File: src/rtl/sfc_pkg.sv
package sfc_pkg;

  localparam int CH_RX = 0;
  localparam int CH_TX = 1;

  // per-queue strobes from control to datapath, bit index = channel
  typedef struct packed {
    logic [1:0] clr;
    logic [1:0] push;
    logic [1:0] pop;
  } fifoStrb_t;

  function automatic int unsigned trigLevel(input logic [1:0] sel);
    case (sel)
      2'd0:    return 1;
      2'd1:    return 4;
      2'd2:    return 8;
      default: return 14;
    endcase
  endfunction

endpackage

File: src/rtl/sfc_datapath.sv
module sfc_datapath
  import sfc_pkg::*;
#(
  parameter int DW    = 8,
  parameter int DEPTH = 16,
  localparam int CW   = $clog2(DEPTH + 1),
  localparam int PW   = $clog2(DEPTH)
) (
  input  logic                   clk,
  input  logic                   rstN,
  input  fifoStrb_t              strb,
  input  logic [1:0][DW-1:0]     wrData,
  output logic [1:0][DW-1:0]     rdData,
  output logic [1:0][CW-1:0]     level
);

  for (genvar ch = 0; ch < 2; ch++) begin : gQueue
    logic [DW-1:0] mem [DEPTH];
    logic [PW-1:0] rdPtr;
    logic [PW-1:0] wrPtr;
    logic [CW-1:0] cnt;

    function automatic logic [PW-1:0] nextPtr(input logic [PW-1:0] p);
      return (p == PW'(DEPTH - 1)) ? '0 : p + 1'b1;
    endfunction

    always_ff @(posedge clk or negedge rstN) begin
      if (!rstN) begin
        rdPtr <= '0;
        wrPtr <= '0;
        cnt   <= '0;
      end else if (strb.clr[ch]) begin
        rdPtr <= '0;
        wrPtr <= '0;
        cnt   <= '0;
      end else begin
        if (strb.push[ch]) wrPtr <= nextPtr(wrPtr);
        if (strb.pop[ch])  rdPtr <= nextPtr(rdPtr);
        case ({strb.push[ch], strb.pop[ch]})
          2'b10:   cnt <= cnt + 1'b1;
          2'b01:   cnt <= cnt - 1'b1;
          default: cnt <= cnt;
        endcase
      end
    end

    // storage carries no reset; only accepted pushes write it
    always_ff @(posedge clk) begin
      if (strb.push[ch] && !strb.clr[ch]) mem[wrPtr] <= wrData[ch];
    end

    assign rdData[ch] = mem[rdPtr];
    assign level[ch]  = cnt;
  end

endmodule

File: src/rtl/sfc_control.sv
module sfc_control
  import sfc_pkg::*;
#(
  parameter int DEPTH = 16,
  localparam int CW   = $clog2(DEPTH + 1)
) (
  input  logic               clk,
  input  logic               rstN,
  input  logic               cfgWe,
  input  logic [7:0]         cfgData,
  input  logic               featEn,
  input  logic [1:0]         pushReq,
  input  logic [1:0]         popReq,
  input  logic [1:0][CW-1:0] level,
  output fifoStrb_t          strb,
  output logic               rxIrq,
  output logic               txIrq,
  output logic               rxRdyN,
  output logic               txRdyN,
  output logic               fifoOn
);

  localparam logic [CW-1:0] FULL = CW'(DEPTH);

  logic          dmaMode;
  logic [1:0]    trigSel;
  logic [CW-1:0] trigLvl;
  logic          wrOn;
  logic          wrOff;
  logic          txFlag;
  logic          txFilled;
  logic          rxHold;
  logic          rxDmaAct;
  logic [CW-1:0] txNext;

  assign wrOn    = cfgWe & cfgData[0];
  assign wrOff   = cfgWe & ~cfgData[0];
  assign trigLvl = CW'(trigLevel(trigSel));

  // strobe generation: clear wins over push/pop, bounds gate acceptance
  always_comb begin
    strb = '0;
    strb.clr[CH_RX] = wrOff | (wrOn & cfgData[1]);
    strb.clr[CH_TX] = wrOff | (wrOn & cfgData[2]);
    for (int ch = 0; ch < 2; ch++) begin
      strb.push[ch] = fifoOn & pushReq[ch] & (level[ch] != FULL) & ~strb.clr[ch];
      strb.pop[ch]  = fifoOn & popReq[ch]  & (level[ch] != '0)   & ~strb.clr[ch];
    end
  end

  // control register fields
  always_ff @(posedge clk or negedge rstN) begin
    if (!rstN) begin
      fifoOn  <= 1'b0;
      dmaMode <= 1'b0;
      trigSel <= 2'b00;
    end else if (cfgWe) begin
      fifoOn  <= cfgData[0];
      dmaMode <= cfgData[3];
      trigSel <= featEn ? cfgData[5:4] : cfgData[7:6];
    end
  end

  // transmit count after this cycle's accepted strobes
  always_comb begin
    case ({strb.push[CH_TX], strb.pop[CH_TX]})
      2'b10:   txNext = level[CH_TX] + 1'b1;
      2'b01:   txNext = level[CH_TX] - 1'b1;
      default: txNext = level[CH_TX];
    endcase
  end

  // transmit interrupt state: flag plus "filled past trigger" memory
  always_ff @(posedge clk or negedge rstN) begin
    if (!rstN) begin
      txFlag   <= 1'b1;
      txFilled <= 1'b0;
    end else if (strb.clr[CH_TX]) begin
      txFlag   <= 1'b1;
      txFilled <= 1'b0;
    end else if (strb.push[CH_TX]) begin
      txFlag <= 1'b0;
      if (txNext > trigLvl) txFilled <= 1'b1;
    end else if (strb.pop[CH_TX]) begin
      if (txNext == '0) begin
        txFlag   <= 1'b1;
        txFilled <= 1'b0;
      end else if (txFilled && (txNext < trigLvl)) begin
        txFlag <= 1'b1;
      end
    end
  end

  // DMA receive ready: set at trigger, held until empty
  assign rxDmaAct = (level[CH_RX] >= trigLvl) | (rxHold & (level[CH_RX] != '0));

  always_ff @(posedge clk or negedge rstN) begin
    if (!rstN) rxHold <= 1'b0;
    else       rxHold <= rxDmaAct;
  end

  assign rxIrq  = level[CH_RX] >= trigLvl;
  assign txIrq  = txFlag & fifoOn;
  assign rxRdyN = dmaMode ? ~rxDmaAct : (level[CH_RX] == '0);
  assign txRdyN = dmaMode ? (level[CH_TX] == FULL) : (level[CH_TX] != '0);

endmodule

File: src/rtl/sio_fifo_ctrl.sv
module sio_fifo_ctrl
  import sfc_pkg::*;
#(
  parameter int DW    = 8,
  parameter int DEPTH = 16
) (
  input  logic                         clk,
  input  logic                         rstN,
  input  logic                         cfgWe,
  input  logic [7:0]                   cfgData,
  input  logic                         featEn,
  input  logic                         rxPush,
  input  logic [DW-1:0]                rxPushData,
  input  logic                         rxPop,
  output logic [DW-1:0]                rxPopData,
  input  logic                         txPush,
  input  logic [DW-1:0]                txPushData,
  input  logic                         txPop,
  output logic [DW-1:0]                txPopData,
  output logic [$clog2(DEPTH+1)-1:0]   rxCount,
  output logic [$clog2(DEPTH+1)-1:0]   txCount,
  output logic                         rxIrq,
  output logic                         txIrq,
  output logic                         rxRdyN,
  output logic                         txRdyN,
  output logic                         fifoOn
);

  localparam int CW = $clog2(DEPTH + 1);

  fifoStrb_t          strb;
  logic [1:0][DW-1:0] wrData;
  logic [1:0][DW-1:0] rdData;
  logic [1:0][CW-1:0] level;

  assign wrData[CH_RX] = rxPushData;
  assign wrData[CH_TX] = txPushData;
  assign rxPopData     = rdData[CH_RX];
  assign txPopData     = rdData[CH_TX];
  assign rxCount       = level[CH_RX];
  assign txCount       = level[CH_TX];

  sfc_control #(.DEPTH(DEPTH)) uCtl (
    .clk     (clk),
    .rstN    (rstN),
    .cfgWe   (cfgWe),
    .cfgData (cfgData),
    .featEn  (featEn),
    .pushReq ({txPush, rxPush}),
    .popReq  ({txPop, rxPop}),
    .level   (level),
    .strb    (strb),
    .rxIrq   (rxIrq),
    .txIrq   (txIrq),
    .rxRdyN  (rxRdyN),
    .txRdyN  (txRdyN),
    .fifoOn  (fifoOn)
  );

  sfc_datapath #(.DW(DW), .DEPTH(DEPTH)) uDp (
    .clk    (clk),
    .rstN   (rstN),
    .strb   (strb),
    .wrData (wrData),
    .rdData (rdData),
    .level  (level)
  );

endmodule

File: config.mk
export PLATFORM = sky130hd
export DESIGN_NAME = sio_fifo_ctrl
export DESIGN_NICKNAME = d
export VERILOG_FILES = /design/src/rtl/sfc_pkg.sv /design/src/rtl/sfc_datapath.sv /design/src/rtl/sfc_control.sv /design/src/rtl/sio_fifo_ctrl.sv
export SDC_FILE = /design/constraint.sdc
export NUM_CORES = 1
export LEC_CHECK = 0
export BUFFER_PORTS_ARGS = -buffer_cell sky130_fd_sc_hd__buf_2
export CAP_MARGIN = 20
export CORE_ASPECT_RATIO = 0.8
export CORE_MARGIN = 4
export CORE_UTILIZATION = 61
export DETAILED_ROUTE_END_ITERATION = 6
export PLACE_DENSITY_LB_ADDON = 0.12
export SLEW_MARGIN = 15
export SYNTH_ARGS = -nofsm -noshare
export SYNTH_HDL_FRONTEND = slang
export SYNTH_SLANG_ARGS = --single-unit
File: constraint.sdc
create_clock -name clk -period 5.8 [get_ports clk]
set_input_delay 1.16 -clock clk [delete_from_list [all_inputs] [get_ports clk]]
set_output_delay 1.16 -clock clk [all_outputs]
set_load 0.005 [all_outputs]
==> summary.txt <==
Outcome
  – Status: finished clean

Cells and area
  – N_diodes: 0
  – Area Overhead vs Synth: 10.7%
  – Most common cell after layout, fill and taps aside: edfxtp_1
  – # fillers: 1,321
  – Layout cells sized above 1: 0.184
  – Layout Nets: 901
  – Area of the multi-input gates: 3620 sq um
  – Final std cell area, no fill: 13,700 sq um
  – Register Area: 8520 sq um
  – Most frequent cells in the layout: 256 x edfxtp_1, 62 x buf_2, 58 x mux2i_1

Clock network
  – Root Driver: clkbuf_16
  – Clock-pin slew on the worst setup and hold paths: 0.06 ns
  – PostCTS Resize Cnt: 0
  – Maximum root-to-sink buffer count: 3
  – TritonCTS Buffers: 28
  – H-tree depth: 1
  – Clk Latency, worst-skew pair: ~0.54 ns
  – CTS tree: built
  – Clk sink count: between 200 and 300
  – Post-CTS Setup Bufs: 0
  – Hold buffers post-CTS: 0

Floorplan
  – Std cell rows: 46
  – Die area: 22,600 sq um
  – Die width: 167 um
  – Core area: 19,900 sq um
  – Initial Utilization: 0.623
  – # IOs: 63
  – Die Ht: 135 um

Global routing
  – GRT overflow: 0
  – GRT busiest layer: met1
  – Met2 Usage GRT: 0.342
  – Routing usage on met1: 0.356
  – Vias in the first global route: ~7,000
  – Largest net degree at the start of global routing: 34
  – First-pass GRT wire length: 39.8 mm
  – Initial antenna violation count: 0
  – M3 GR Usage: 0.0344
  – Global-route usage over all layers: 0.225

STA
  – Worst Skew: 0.0114 ns
  – Rel. slew slack: 0.324
  – Endpoints failing hold: 0
  – Slew Limit Fails: 0
  – Post-route setup slack: between 1 and 1.5 ns
  – Final worst-path cycle share: 0.784
  – Worst Tran Pin Value: roughly 1 ns
  – Min Clock Period, post-route: 4.55 ns
  – RSZ-0062 raised after global routing: false
  – WHS: approximately 0.51 ns
  – Final setup fails: 0
  – Setup TNS: 0 ns
  – Maximum clock frequency: 220 MHz

Worst setup path
  – Slowest cell on the critical path: or4_1
  – Req. time, crit path: 6.18 ns
  – CP arrival: ~4.9 ns
  – Flop2flop setup slack: around 1.3 ns
  – Critical path, cell by cell: buf_2, nand2b_1, and2_1, nand2b_1, ha_1, nor2_1, and4_1, a31o_2, or4_1, and2_1, ha_1, o21a_1, o21a_1, o31ai_1, a221oi_1
  – Startpoint Class: input port
  – Crit-path max cell delay: 0.55 ns
  – Critical path class: in2reg
  – CP Capture Type: register
  – Crit path max fanout: 18

Detailed routing
  – Routed wire length: 25.4 mm
  – DRC errors left: 0
  – Routed WL per cell: around 22 um
  – Router iterations before antenna repair: 5
  – DRT iter0 DRCs: 809
  – Antenna viol nets, final: 0
  – Via count: 7,031
  – Mean number of vias per cell: 6.23

Power and ir drop
  – Final Total Pwr: approximately 4.9 mW
  – Power Density: 356 nW/um^2
  – P_leak: 4.81 nW
  – Worst IR Drop VDD: between 0.0002 and 0.0003 V

Synth
  – Post-synth EDFFs: approximately 260
  – Post-synth cell types: 57
  – Synth Flop Type: edfxtp_1
  – Async SR Flop Fraction: 0.114
  – Register area share after synthesis: 0.688
  – Syn_nets: 844
  – Syn avg cell area: 15.7 sq um
  – Post-Synthesis Cells: approximately 800
  – Post-synthesis cell area: between 10,000 and 15,000 sq um
  – Flops & latches, synth: 289
  – Yosys Warn Count: 0

Placement
  – Gpl congestion: just under 0.9
  – Dpl hpwl: between 15 and 20 mm
  – Area after DPL: 12,900 sq um
  – Setup WS pre-CTS: 0.704 ns
  – Input/output buffers: 62

Hold path
  – Min-delay worst type: reg2reg

Flow run
  – MaxCap Viol Count: 0
-- sequential cells by signal, indices dropped and copies added (netlist names) --
name and flops:
uDp.gQueue.mem 256, uDp.gQueue.cnt 10, uDp.gQueue.rdPtr 8, uDp.gQueue.wrPtr 8, uCtl.trigSel 2, uCtl.dmaMode 1
uCtl.fifoOn 1, uCtl.rxHold 1, uCtl.txFilled 1, uCtl.txFlag 1
-- worst paths after layout --
path | startpoint | end | cells after the start
worst min register to register | uCtl.rxHold | uCtl.rxHold | 2
worst min-delay path | uCtl.rxHold | uCtl.rxHold | 2
worst max register to register | uDp.gQueue[1].cnt[3] | uCtl.txFilled | 14
min in group asynchronous | rstN | uDp.gQueue[0].wrPtr[3] | 1
max in group asynchronous | rstN | uDp.gQueue[1].rdPtr[0] | 1
worst max-delay path | cfgData[2] | uCtl.txFilled | 15
-- metrics by stage --
stage / util / std cells
final: 0.689 / 1128
after global routing: 0.689 / 1128
after CTS: 0.689 / 1127
after detailed placement: 0.648 / 1078
after global placement: 0.648 / 1077
after floorplan: - / 788
-- power breakdown --
group          internal, mW  leakage [nW]  switching, mW
sequential             2.32          2.74          0.132
clock                 0.898         0.399          0.721
combinational         0.407          1.67          0.399
-- per-layer routing --
metal / share of wire / vias to the layer above / routed length (um)
li1: - / 3179 / -
met1: 0.46 / 3552 / 11700
met2: 0.46 / 271 / 11600
met3: 0.063 / 29 / 1600
met4: 0.019 / 0 / 476
met5: 0 / - / 0
-- kinds of logic after synthesis --
family,synth area share
adders and majority gates,0.0249
AOI/OAI and AO/OA,0.0755
muxes,0.117
DFF,0.688
buffers and inverters,0.0188
xor gates and xnor gates,0.00708
and+or+nand+nor,0.0684
-- cells in the mapped netlist (3+ instances only) --
cell type / number / area, sq um
dfrtp_1: 32 / 801
o21a_1: 3 / 22.5
a22oi_1: 17 / 128
and2_1: 37 / 231
or4_1: 3 / 22.5
edfxtp_1: 256 / 7690
a31oi_1: 3 / 18.8
inv_1: 14 / 52.6
nand2_1: 51 / 191
nand3_1: 10 / 50.1
a21o_1: 5 / 37.5
mux2i_1: 58 / 581
o211a_1: 3 / 30.0
buf_1: 4 / 15.0
o21ai_0: 32 / 160
nor2b_1: 5 / 31.3
nand2b_1: 9 / 56.3
nor3b_1: 5 / 37.5
xnor2_1: 5 / 43.8
clkbuf_1: 28 / 105
a21oi_1: 38 / 190
nor3_1: 6 / 30.0
mux4_2: 32 / 721
xor2_1: 5 / 43.8
ha_1: 23 / 288
buf_2: 6 / 30.0
nor2_1: 32 / 120
mux2_2: 13 / 146
a221oi_1: 18 / 158
-- cell type report --
class | count | share of cell area
Multi-Input combinational cell | 444 | 0.265
Clock buffer | 38 | 0.0547
Sequential cell | 289 | 0.622
Clock inverter | 11 | 0.00448
Timing Repair Buffer | 68 | 0.0262
Tap cell | 264 | 0.0241
Inverter | 14 | 0.00384
-- worst max-delay path, delay by kind of cell --
kind | cells | cell delay, ns
and+or+nand+nor | 7 | 2.01
adders and majority gates | 2 | 0.83
AOI/OAI and AO/OA | 5 | 0.82
buffers and inverters | 1 | 0.09
Power figures use the tool's default switching activity.
